==> src/rtl/dmaEotPkg.sv <==
package dmaEotPkg;

  typedef enum logic [1:0] {
    ST_IDLE = 2'd0,
    ST_REQ  = 2'd1,
    ST_REL  = 2'd2
  } stateT;

  typedef enum logic [1:0] {
    CAUSE_NONE    = 2'd0,
    CAUSE_COUNT   = 2'd1,
    CAUSE_SHORT   = 2'd2,
    CAUSE_DISABLE = 2'd3
  } causeT;

  // strobes from control to datapath
  typedef struct packed {
    logic  load;
    logic  step;
    logic  setCause;
    causeT cause;
  } ctrlStrobeT;

  // condition flags from datapath to control
  typedef struct packed {
    logic loadZero;
    logic endShort;
    logic endCount;
  } pathFlagT;

endpackage

==> src/rtl/dmaEotPath.sv <==
module dmaEotPath
  import dmaEotPkg::*;
#(
  parameter int CNT_W   = 16,
  parameter int ADDR_W  = 16,
  parameter int PKT_W   = 7,
  parameter int MAX_PKT = 64,
  parameter int WORD_B  = 2
) (
  input  logic              clk,
  input  logic              rstN,
  input  ctrlStrobeT        strb,
  input  logic              cntEotEn,
  input  logic              shortEotEn,
  input  logic              dirIn,
  input  logic [CNT_W-1:0]  progCount,
  input  logic [ADDR_W-1:0] startAddr,
  input  logic [PKT_W-1:0]  pktLen,
  input  logic              pktShort,
  output pathFlagT          flags,
  output logic [1:0]        byteEn,
  output logic [ADDR_W-1:0] wordAddr,
  output logic [CNT_W-1:0]  remain,
  output logic [1:0]        eotCause
);

  localparam logic [PKT_W-1:0]  PKT_FULL  = PKT_W'(MAX_PKT);
  localparam logic [ADDR_W-1:0] ADDR_STEP = ADDR_W'(WORD_B);

  logic [CNT_W-1:0]  countQ;
  logic [ADDR_W-1:0] addrQ;
  logic [PKT_W-1:0]  posQ;
  causeT             causeQ;

  logic [PKT_W-1:0]  pktLimit;
  logic [PKT_W-1:0]  pktRemain;
  logic              oneByte;
  logic [1:0]        moved;
  logic [CNT_W-1:0]  countNext;
  logic [PKT_W-1:0]  posSum;
  logic              pktEnd;
  logic              shortOut;
  logic              shortIn;

  // per-word byte accounting
  always_comb begin
    pktLimit  = dirIn ? PKT_FULL : pktLen;
    pktRemain = pktLimit - posQ;
    oneByte   = (pktRemain == PKT_W'(1)) || (countQ == CNT_W'(1));
    moved     = oneByte ? 2'd1 : 2'd2;
    countNext = (countQ >= CNT_W'(moved)) ? (countQ - CNT_W'(moved)) : '0;
    posSum    = posQ + PKT_W'(moved);
    pktEnd    = (posSum >= pktLimit);
  end

  // termination conditions for the word now pending
  always_comb begin
    shortOut       = !dirIn && pktShort && pktEnd;
    shortIn        = dirIn && (countQ != '0) && (countNext == '0) && !pktEnd;
    flags.endShort = shortEotEn && (shortOut || shortIn);
    flags.endCount = cntEotEn && (countNext == '0);
    flags.loadZero = cntEotEn && (progCount == '0);
  end

  always_ff @(posedge clk or negedge rstN) begin
    if (!rstN) begin
      countQ <= '0;
      addrQ  <= '0;
      posQ   <= '0;
      causeQ <= CAUSE_NONE;
    end else begin
      if (strb.load) begin
        countQ <= progCount;
        addrQ  <= startAddr;
        posQ   <= '0;
        causeQ <= CAUSE_NONE;
      end else if (strb.step) begin
        countQ <= countNext;
        addrQ  <= addrQ + ADDR_STEP;
        posQ   <= pktEnd ? '0 : posSum;
      end
      if (strb.setCause) begin
        causeQ <= strb.cause;
      end
    end
  end

  assign byteEn   = oneByte ? 2'b01 : 2'b11;
  assign wordAddr = addrQ;
  assign remain   = countQ;
  assign eotCause = causeQ;

endmodule

==> src/rtl/dmaEotCtrl.sv <==
module dmaEotCtrl
  import dmaEotPkg::*;
(
  input  logic       clk,
  input  logic       rstN,
  input  logic       dmaEnable,
  input  logic       busAck,
  input  pathFlagT   flags,
  output ctrlStrobeT strb,
  output logic       busReq,
  output logic       eotIrq
);

  stateT stateQ, stateN;
  logic  enPrevQ;
  logic  enRise;
  logic  irqN, irqQ;

  assign enRise = dmaEnable && !enPrevQ;

  always_comb begin
    stateN = stateQ;
    strb   = '0;
    irqN   = 1'b0;
    unique case (stateQ)
      ST_IDLE: begin
        if (enRise) begin
          strb.load = 1'b1;
          if (flags.loadZero) begin
            strb.setCause = 1'b1;
            strb.cause    = CAUSE_COUNT;
            irqN          = 1'b1;
          end else begin
            stateN = ST_REQ;
          end
        end
      end
      ST_REQ: begin
        if (!dmaEnable) begin
          strb.setCause = 1'b1;
          strb.cause    = CAUSE_DISABLE;
          stateN        = ST_IDLE;
        end else if (busAck) begin
          strb.step = 1'b1;
          if (flags.endShort) begin
            strb.setCause = 1'b1;
            strb.cause    = CAUSE_SHORT;
            irqN          = 1'b1;
            stateN        = ST_IDLE;
          end else if (flags.endCount) begin
            strb.setCause = 1'b1;
            strb.cause    = CAUSE_COUNT;
            irqN          = 1'b1;
            stateN        = ST_IDLE;
          end else begin
            stateN = ST_REL;
          end
        end
      end
      ST_REL: begin
        if (!dmaEnable) begin
          strb.setCause = 1'b1;
          strb.cause    = CAUSE_DISABLE;
          stateN        = ST_IDLE;
        end else if (!busAck) begin
          stateN = ST_REQ;
        end
      end
      default: stateN = ST_IDLE;
    endcase
  end

  always_ff @(posedge clk or negedge rstN) begin
    if (!rstN) begin
      stateQ  <= ST_IDLE;
      enPrevQ <= 1'b0;
      irqQ    <= 1'b0;
    end else begin
      stateQ  <= stateN;
      enPrevQ <= dmaEnable;
      irqQ    <= irqN;
    end
  end

  assign busReq = (stateQ == ST_REQ);
  assign eotIrq = irqQ;

endmodule

==> src/rtl/dmaEotEngine.sv <==
module dmaEotEngine
  import dmaEotPkg::*;
#(
  parameter int CNT_W   = 16,
  parameter int ADDR_W  = 16,
  parameter int PKT_W   = 7,
  parameter int MAX_PKT = 64
) (
  input  logic              clk,
  input  logic              rstN,
  input  logic              dmaEnable,
  input  logic              cntEotEn,
  input  logic              shortEotEn,
  input  logic              dirIn,
  input  logic [CNT_W-1:0]  progCount,
  input  logic [ADDR_W-1:0] startAddr,
  input  logic [PKT_W-1:0]  pktLen,
  input  logic              pktShort,
  input  logic              busAck,
  output logic              busReq,
  output logic [1:0]        byteEn,
  output logic [ADDR_W-1:0] wordAddr,
  output logic [CNT_W-1:0]  remain,
  output logic              eotIrq,
  output logic [1:0]        eotCause
);

  ctrlStrobeT strb;
  pathFlagT   flags;

  dmaEotCtrl uCtrl (
    .clk       (clk),
    .rstN      (rstN),
    .dmaEnable (dmaEnable),
    .busAck    (busAck),
    .flags     (flags),
    .strb      (strb),
    .busReq    (busReq),
    .eotIrq    (eotIrq)
  );

  dmaEotPath #(
    .CNT_W   (CNT_W),
    .ADDR_W  (ADDR_W),
    .PKT_W   (PKT_W),
    .MAX_PKT (MAX_PKT),
    .WORD_B  (2)
  ) uPath (
    .clk        (clk),
    .rstN       (rstN),
    .strb       (strb),
    .cntEotEn   (cntEotEn),
    .shortEotEn (shortEotEn),
    .dirIn      (dirIn),
    .progCount  (progCount),
    .startAddr  (startAddr),
    .pktLen     (pktLen),
    .pktShort   (pktShort),
    .flags      (flags),
    .byteEn     (byteEn),
    .wordAddr   (wordAddr),
    .remain     (remain),
    .eotCause   (eotCause)
  );

endmodule

==> config.mk <==
export PLATFORM = sky130hd
export DESIGN_NAME = dmaEotEngine
export DESIGN_NICKNAME = d
export VERILOG_FILES = /design/src/rtl/dmaEotPkg.sv /design/src/rtl/dmaEotPath.sv /design/src/rtl/dmaEotCtrl.sv /design/src/rtl/dmaEotEngine.sv
export SDC_FILE = /design/constraint.sdc
export NUM_CORES = 1
export LEC_CHECK = 0
export ABC_AREA = 1
export CAP_MARGIN = 25
export CORE_ASPECT_RATIO = 0.75
export CORE_MARGIN = 1
export CORE_UTILIZATION = 45
export DETAILED_ROUTE_END_ITERATION = 7
export PLACE_DENSITY = 0.74
export SYNTH_ARGS = -nofsm -noshare
export SYNTH_HDL_FRONTEND = slang
export SYNTH_HIERARCHICAL = 1
export SYNTH_SLANG_ARGS = --single-unit
==> constraint.sdc <==
create_clock -name clk -period 5 [get_ports clk]
set_input_delay 1 -clock clk [delete_from_list [all_inputs] [get_ports clk]]
set_output_delay 1 -clock clk [all_outputs]
set_load 0.02 [all_outputs]
==> results of run 1 <==
stage by stage:
| step | setup TNS (ns) | hold WS, ns |
|---|---|---|
| after CTS | 0 | 0.507 |
| after detailed placement | -4.69 | 0.482 |
| after global routing | -0.357 | 0.490 |
| after floorplan | 0 | 0.485 |
| final | 0 | 0.493 |
| after global placement | -2.79 | 0.456 |
cells by family (layout without fill, tap and decap cells):
kind of cell               after synthesis  count (layout)
and+or+nand+nor                        249             250
AOI/OAI and AO/OA                      103             103
buffers and inverters                   86             241
DFF                                     45              45
adders and majority gates               19              19
xor gates and xnor gates                10              10
other                                    1               1
layout make-up:
cell class / instances / share of cell area [%]
inverter: 72 / 5.07
tap: 101 / 2.31
clock inverter: 2 / 0.251
clock buffer: 6 / 1.51
timing repair buffer: 161 / 26.1
multi-input combinational: 383 / 44.2
sequential: 45 / 20.6
power groups by stage:
stage / Clock [mW] / Combinational, mW / Sequential [mW]
after floorplan: 0 / 0.695 / 0.802
after global placement: 0 / 1.41 / 0.686
after detailed placement: 0 / 1.44 / 0.693
after CTS: 0.253 / 1.51 / 0.689
after global routing: 0.271 / 1.80 / 0.725
final: 0.251 / 1.68 / 0.708
worst max-delay path: cells and delay by family:
kind / cells / cell delay [ns]
and+or+nand+nor: 16 / 1.84
AOI/OAI and AO/OA: 3 / 0.56
xor gates and xnor gates: 1 / 0.21
buffers and inverters: 5 / 0.61
adders and majority gates: 4 / 0.95
per-layer routing:
metal	vias to the layer above	routed length, um
met2	273	5910
met5	-	0
met4	0	412
met3	51	1160
met1	2014	5050
li1	2019	-
state kept, by name, indices dropped and copies added (netlist names):
register / cells
uPath/eotCause: 2
uCtrl/enPrevQ: 1
uPath/posQ: 7
uPath/wordAddr: 16
uCtrl/eotIrq: 1
uPath/remain: 16
uCtrl/stateQ: 2
worst min path at each step:
stage | from | endpoint | slack, ns | cells after the start
floorplan | uPath/posQ[0] | uPath/posQ[0] | 0.48 | 2
detailed placement | uPath/wordAddr[0] | uPath/wordAddr[0] | 0.48 | 2
finish | rstN | uPath/wordAddr[13] | 0.49 | 1
CTS | uPath/wordAddr[0] | uPath/wordAddr[0] | 0.51 | 2
global placement | uPath/wordAddr[0] | uPath/wordAddr[0] | 0.46 | 2
global route | rstN | uPath/wordAddr[13] | 0.49 | 1
repair_timing:
action / 4_1_cts / 5_1_grt
buffers inserted: 24 / 7
resized for setup: 27 / 62
hold endpoints to repair: 0 / 0
pin swaps: 21 / 34
endpoints found under the setup margin: 6 / 10
gates cloned: 1 / 0
layout by cell type, fill, tap and decap left out, types with 4 or more instances in the layout:
| cell | netlist | routed |
|---|---|---|
| a21oi_2 | 0 | 4 |
| nand3_4 | 1 | 7 |
| inv_1 | 68 | 62 |
| o21bai_1 | 5 | 4 |
| xor2_1 | 9 | 7 |
| ha_1 | 16 | 8 |
| nand2_1 | 116 | 108 |
| o21ai_0 | 30 | 26 |
| nor2_2 | 5 | 8 |
| buf_4 | 1 | 76 |
| nand2_2 | 3 | 8 |
| o211ai_1 | 5 | 5 |
| o22ai_1 | 18 | 18 |
| ha_4 | 0 | 8 |
| nand2_4 | 1 | 4 |
| dfrtp_1 | 45 | 45 |
| clkbuf_8 | 0 | 6 |
| inv_2 | 3 | 7 |
| nand3_2 | 2 | 7 |
| nor2_4 | 2 | 5 |
| nand4_1 | 6 | 6 |
| a21oi_1 | 32 | 28 |
| nor2_1 | 50 | 44 |
| clkdlybuf4s50_1 | 0 | 78 |
| o21ai_2 | 1 | 5 |
| nand3_1 | 49 | 39 |
==> flow_summary.ini, run 1 <==
[cells_and_area]
nFillCells = 511
fin_cells = 770
multi_input_area_mm2 = 0.00242
syn_to_final_growth_pct = 54.9
diodes = 0
fin_area_mm2 = 0.00548
seq_area_mm2 = 0.00113
nets = 734
layout-drive-gt1-share_pct = 24.7
final_util_pct = 73.4

[place]
placed_cell_area_mm2 = 0.00477
place.port_buffers = 83
gp_congestion = 0.886
place_worst_setup_slack_ns = -0.781
placed_cells = 729
place_hpwl_mm = 7.82

[sta]
fmax_ghz = 0.200
clock-skew-final_ns = 0.0101
period_needed_ns = 4.99
period_share_pct = 99.8
slew_headroom_pct = 58.2
setup_slack_ns = 0.00893
slew_violations = 0
setup_viol = 0
hold_viol = 0
tightest_slew_ns = 0.622

[floorplan]
start_util_pct = 47.3
dieArea_mm2 = 0.00822
io_pins = 85
die_h_um = 78.8
coreArea_mm2 = 0.00747
rows = 27
die_w_um = 104

[global_route]
grt_pass1_vias = 3928
met1_usage_pct = 35.6
grt.busiest_layer = met2
grt_pass1_wl_mm = 18.3
grt-ovfl-total = 0
grt_use_total_pct = 27.8
antenna_found_initial = 0
grt_use_met2_pct = 47.5
gr-usage-met3_pct = 4.84
grt_max_degree = 46

[power_and_ir_drop]
irDropWorstVdd_uv = 303
cellInternalPower_mw = 1.38
p_leak_nw = 2.57
clkPwrFrac_pct = 9.5
swShare_pct = 47.8
p_sw_mw = 1.26
p_per_area_mw_per_mm2 = 481
seq_power_share_pct = 26.8
comb_power_share_pct = 63.6
power.total_mw = 2.64

[status]
status = completed

[detailed_routing]
ant_nets = 0
wl_per_cell_um = 16.3
drt_wl_total_mm = 12.5
drcViolationCount = 0
via_per_inst = 5.66
drt_iter0_drc = 345
drtPass1Iterations = 5
vias = 4357

[worst_hold_path]
hold_class = in2async

[clock_network]
clkSinkCount = 45
cts_tree = yes
numCtsBuffers = 5
clkLatencyLatePin_ns = 0.31
cts.clk_slew.worst_paths_ns = 0.09
clockBufferDepth = 2
cts_root_buf = clkbuf_8
htreeDepth = 2
ctsHoldBuffers = 0

[synthesis]
synth_nets = 579
synth-xor-area-share_pct = 2.48
yosysWarnings = 6
synthCells = 513
synth_compound_area_share_pct = 16.8
yosysMostFrequentCell = nand2_1
yosys.area.top_type = dfrtp_1
post_synth_mux_area_share_pct = 0
synth_area_leaders = dfrtp_1 32%, nand2_1 12%, inv_1 7.2%
yosysSeqAreaShare_pct = 31.9
syn_area_mm2 = 0.00353
yosys_register_bits = 45
synth.distinct_cells = 43
synthArstFlopShare_pct = 100
ys.flop_type = dfrtp_1
synth_top_family_by_area = simple AND/OR/NAND/NOR gates
syn_avg_cell_area_um2 = 6.89
synth_adder_area_share_pct = 7.36
synth-simple-area-share_pct = 31.9
synth_common_cells = 116 x nand2_1, 68 x inv_1, 50 x nor2_1
synth_enable_flop_cells = 0
yosys.area.top_type_share_pct = 31.9

[critical_path]
crit_path_top_delay_cell = fa_2
cp_max_fo = 6
worstPathArrival_ns = 5.20
r2r_slack_ns = 0.31
r2r-end = uPath/eotCause[0]
rr_worst_depth = 30
crit_path_end = uPath/eotCause[0]
timing.critical_path.from_type = input pin
cp_common_cell = nand2_1
crit_path_end_kind = register
r2r-start = uPath/posQ[2]
cp-startpoint = dirIn
crit_required_ns = 5.21
crit_path_max_incr_delay_ns = 0.38
crit_type = in2reg

[job]
maxCapViolCount = 0
Power figures use the tool's default switching activity.
==> run 2: changes to the inputs <==
Settings changed: CTS_CLUSTER_SIZE set to 40, PLACE_DENSITY 0.74 to 0.71, SKIP_CTS_REPAIR_TIMING set to 1.
==> run 2 against run 1 <==
Critical path depth is 5 higher. Critical endpoint unchanged. Clock skew grew 0.0024 ns. Clock power shrank 4%. Core utilization is 3.6 points lower. Largest power group unchanged. Via count decreased by 5.3%. Clock-buffer cell count decreased by 1. Final cell count decreased by 2.3%. Total power down 3.6%. Maximum frequency barely moved. Flip-flop and latch count unchanged. Die area unchanged. Critical path type unchanged.
==> flow_summary.ini, run 2 (synthesized netlist as in run 1, its figures left out) <==
[cells_and_area]
syn_to_final_growth_pct = 47.3
mostFrequentLayoutCell = nand2_1
seq_area_mm2 = 0.00113
nets = 716
nFillCells = 597
multi_input_area_mm2 = 0.00227
fin_area_mm2 = 0.00521
fin_cells = 752
layout-drive-gt1-share_pct = 19.8
diodes = 0
final_cell_mix = 110 x nand2_1, 78 x clkdlybuf4s50_1, 66 x inv_1, 58 x buf_4, 46 x nor2_1
final_util_pct = 69.7

[power_and_ir_drop]
p_sw_mw = 1.21
comb_power_share_pct = 63.0
swShare_pct = 47.4
clkPwrFrac_pct = 9.5
irDropWorstVdd_uv = 336
p_per_area_mw_per_mm2 = 488
cellInternalPower_mw = 1.34
seq_power_share_pct = 27.5
power.total_mw = 2.54
p_leak_nw = 2.48

[sta]
setup_viol = 0
slew_headroom_pct = 63.4
setup_slack_ns = 0.00915
clock-skew-final_ns = 0.0125
tightest_slew_ns = 0.544
hold_ws_ns = 0.479
fmax_ghz = 0.200
slew_violations = 0
period_needed_ns = 4.99
final.setup.tns_ns = 0
hold_viol = 0
period_share_pct = 99.8

[critical_path]
cp_common_cell = nand2_1
cp_max_fo = 4
crit_path_end_kind = register
r2r-end = uPath/eotCause[0]
crit_type = in2reg
crit_required_ns = 5.20
crit_path_max_incr_delay_ns = 0.43
crit_path_top_delay_cell = fa_2
r2r_slack_ns = 0.31
r2r-start = uPath/posQ[2]
rr_worst_depth = 32
worstPathArrival_ns = 5.19
timing.critical_path.from_type = input pin

[clock_network]
clockBufferDepth = 2
clkSinkCount = 45
clkLatencyLatePin_ns = 0.31
cts.clk_slew.worst_paths_ns = 0.10
numCtsBuffers = 5
htreeDepth = 2
cts_tree = yes
cts_root_buf = clkbuf_8

[detailed_routing]
drt_wl_total_mm = 11.6
drt_iter0_drc = 229
via_per_inst = 5.49
vias = 4126
drcViolationCount = 0
ant_nets = 0
drtPass1Iterations = 4
wl_per_cell_um = 15.4

[place]
gp_congestion = 0.883
place_worst_setup_slack_ns = -0.814
place_hpwl_mm = 8.11
placed_cell_area_mm2 = 0.00482
placed_cells = 734
place.port_buffers = 83

[floorplan]
die_w_um = 104
coreArea_mm2 = 0.00747
io_pins = 85
start_util_pct = 47.3
rows = 27
dieArea_mm2 = 0.00822
die_h_um = 78.8

[worst_hold_path]
hold_end = uPath/wordAddr[0]
whs_path_depth = 2
hp-start = uPath/wordAddr[0]
hold_class = reg2reg

[job]
maxCapViolCount = 0

[global_route]
grt_max_degree = 29
grt-ovfl-total = 0
grt_use_total_pct = 26.2
grt_pass1_wl_mm = 17.3
antenna_found_initial = 0
grt_pass1_vias = 3685

[status]
status = completed
## run 2: area by class of cell
cell class	instances	share of cell area (%)
Clock inverter	3	0.409
Tap cell	101	2.43
Inverter	72	5.34
Timing Repair Buffer	144	25.2
Multi-Input combinational cell	382	43.7
Clock buffer	5	1.32
Sequential cell	45	21.6
## run 2: critical path, delay by kind of cell
kind / cells / cell delay (ns)
xor+xnor: 2 / 0.38
simple gates: 18 / 1.27
buf+inv: 4 / 0.46
compound gates: 5 / 0.58
fa+ha+maj: 5 / 1.51
## run 2: per-layer routing
metal	vias to the layer above	global-route usage [%]	part of all wire, %
li1	1977	-	-
met1	1937	36.4	43
met2	189	43.1	47
met3	23	4.43	8.5
met4	0	5.43	1.7
met5	-	0	0
## run 2: power groups by stage
stage	Sequential (mW)	Clock (mW)	Combinational, mW
after floorplan	0.802	0	0.695
after global placement	0.690	0	1.43
after detailed placement	0.696	0	1.45
after CTS	0.690	0.250	1.46
after global routing	0.728	0.261	1.74
final	0.699	0.242	1.60
## run 2: worst max path at each step
stage                         to  start  depth (start not counted)  slack [ns]
2_1_floorplan  uPath/eotCause[0]  dirIn                         32       0.009
3_3_place_gp   uPath/eotCause[0]  dirIn                         33       -0.61
3_5_place_dp   uPath/eotCause[1]  dirIn                         33       -0.81
4_1_cts        uPath/eotCause[1]  dirIn                         33       -0.49
5_1_grt        uPath/eotCause[0]  dirIn                         34       -0.23
6_report       uPath/eotCause[0]  dirIn                         34       0.009
==> run 3: changes to the inputs <==
Settings changed: DONT_BUFFER_PORTS set to 1, PLACE_DENSITY 0.71 to 0.57.
==> run 3 against run 2 <==
Maximum frequency up 4.3%. Critical path depth fell by 1. Register-to-register slack improved by 0.21 ns. Combinational power decreased by 34%. Clock skew is 0.0020 ns lower. Highest routed layer unchanged. Setup slack improved by 0.20 ns. Flip-flop and latch count stayed put. Non-clock buffer count shrank 101. Clock-buffer cell count unchanged. First-iteration DRC count grew 26%.
==> flow_summary.ini, run 3 (synthesized netlist as in run 1, its figures left out) <==
[status]
status = completed

[critical_path]
crit_type = in2reg
r2r-end = uPath/eotCause[0]
crit_path_max_incr_delay_ns = 0.40
r2r-start = uPath/posQ[2]
r2r_slack_ns = 0.52
cp_common_cell = nand2_1
rr_worst_depth = 32
cp_max_fo = 6
crit_path_top_delay_cell = fa_2
worstPathArrival_ns = 4.99
crit_required_ns = 5.20
crit_path_end_kind = register
timing.critical_path.from_type = input pin

[cells_and_area]
syn_to_final_growth_pct = 21.6
diodes = 0
nets = 616
final_cell_mix = 108 x nand2_1, 66 x inv_1, 45 x nor2_1, 45 x dfrtp_1, 40 x buf_4
layout-drive-gt1-share_pct = 20.9
mostFrequentLayoutCell = nand2_1

[sta]
fmax_ghz = 0.209
tightest_slew_ns = 0.674
clock-skew-final_ns = 0.0105
hold_viol = 0
slew_headroom_pct = 54.8
setup_viol = 0
setup_slack_ns = 0.214
period_share_pct = 95.7
hold_ws_ns = 0.376
period_needed_ns = 4.79
slew_violations = 0

[global_route]
grt-ovfl-total = 0
grt_pass1_wl_mm = 17.1
grt_max_degree = 46
grt_use_total_pct = 26.7
antenna_found_initial = 0
grt_pass1_vias = 3431

[power_and_ir_drop]
p_per_area_mw_per_mm2 = 514
irDropWorstVdd_uv = 380
p_leak_nw = 2.05

[clock_network]
htreeDepth = 2
numCtsBuffers = 5
cts.clk_slew.worst_paths_ns = 0.10
clkSinkCount = 45
clkLatencyLatePin_ns = 0.30
cts_tree = yes
cts_root_buf = clkbuf_8
clockBufferDepth = 2

[detailed_routing]
via_per_inst = 5.51
ant_nets = 0
drt_wl_total_mm = 10.9
wl_per_cell_um = 16.7
drcViolationCount = 0
drt_iter0_drc = 288
vias = 3595
drtPass1Iterations = 4

[floorplan]
dieArea_mm2 = 0.00822
io_pins = 85
start_util_pct = 47.3
die_w_um = 104
coreArea_mm2 = 0.00747
die_h_um = 78.8
rows = 27

[place]
place_hpwl_mm = 8.18
place_worst_setup_slack_ns = -0.282
gp_congestion = 0.893
place.port_buffers = 0

[worst_hold_path]
hold_class = in2async

[job]
maxCapViolCount = 0
[run 3: cell types whose count changed in the layout (fill, tap and decap cells not counted), moves of 3 or more]
cell and change:
nand3_1 -4, dlymetal6s2s_1 -3, clkdlybuf4s50_1 -78, nand3_2 +4, nand2_2 +3, buf_4 -18
[run 3: power by group]
part           internal [mW]  total (mW)  switching (mW)
logic                  0.441        1.05           0.612
clock network          0.150       0.291           0.141
registers              0.499       0.865           0.365
total                   1.09        2.21            1.12
[run 3: layout make-up]
cell class | count | area, um2
multi-input combinational | 383 | 2310
tap | 101 | 126
inverter | 72 | 274
fill | 724 | 3170
sequential | 45 | 1130
clock buffer | 5 | 68.8
clock inverter | 3 | 46.3
timing repair buffer | 43 | 343
[run 3: stage by stage]
stage | instance area (um2) | total power, mW | utilization (%) | cells | setup TNS (ns)
5_1_grt | 4300 | 2.40 | 57.5 | 652 | -0.0861
3_3_place_gp | 3890 | 1.79 | 52.1 | 636 | -0.282
2_1_floorplan | 3540 | 1.50 | - | 513 | 0
3_5_place_dp | 3890 | 1.82 | 52.1 | 636 | -0.770
6_report | 4300 | 2.21 | 57.5 | 652 | 0
4_1_cts | 4000 | 2.11 | 53.6 | 644 | 0
[run 3: how the worst max path moves through the flow]
stage | from | endpoint | slack (ns) | cells after the start
after floorplan | dirIn | uPath/eotCause[0] | 0.009 | 32
after global placement | dirIn | uPath/eotCause[0] | -0.12 | 32
after detailed placement | dirIn | uPath/eotCause[0] | -0.28 | 30
after CTS | dirIn | uPath/eotCause[0] | 0.03 | 32
after global routing | dirIn | uPath/eotCause[0] | -0.05 | 31
final | dirIn | uPath/eotCause[0] | 0.21 | 33
[run 3: per-layer routing]
layer | part of all wire [%] | routed length (um) | vias to the layer above | track usage, %
met1 | 47 | 5100 | 1701 | 35.7
met4 | 1.5 | 158 | 0 | 6.71
li1 | - | - | 1775 | -
met2 | 45 | 4870 | 109 | 43.5
met5 | 0 | 0 | - | 0
met3 | 7.0 | 765 | 10 | 6.24
[run 3: critical path: cells and delay by family]
kind / cells / cell delay, ns
XOR/XNOR: 2 / 0.42
AND/OR/NAND/NOR: 18 / 1.31
buffers and inverters: 6 / 0.76
adder cells (fa/ha/maj): 3 / 0.90
AO/OA/AOI/OAI: 4 / 0.56
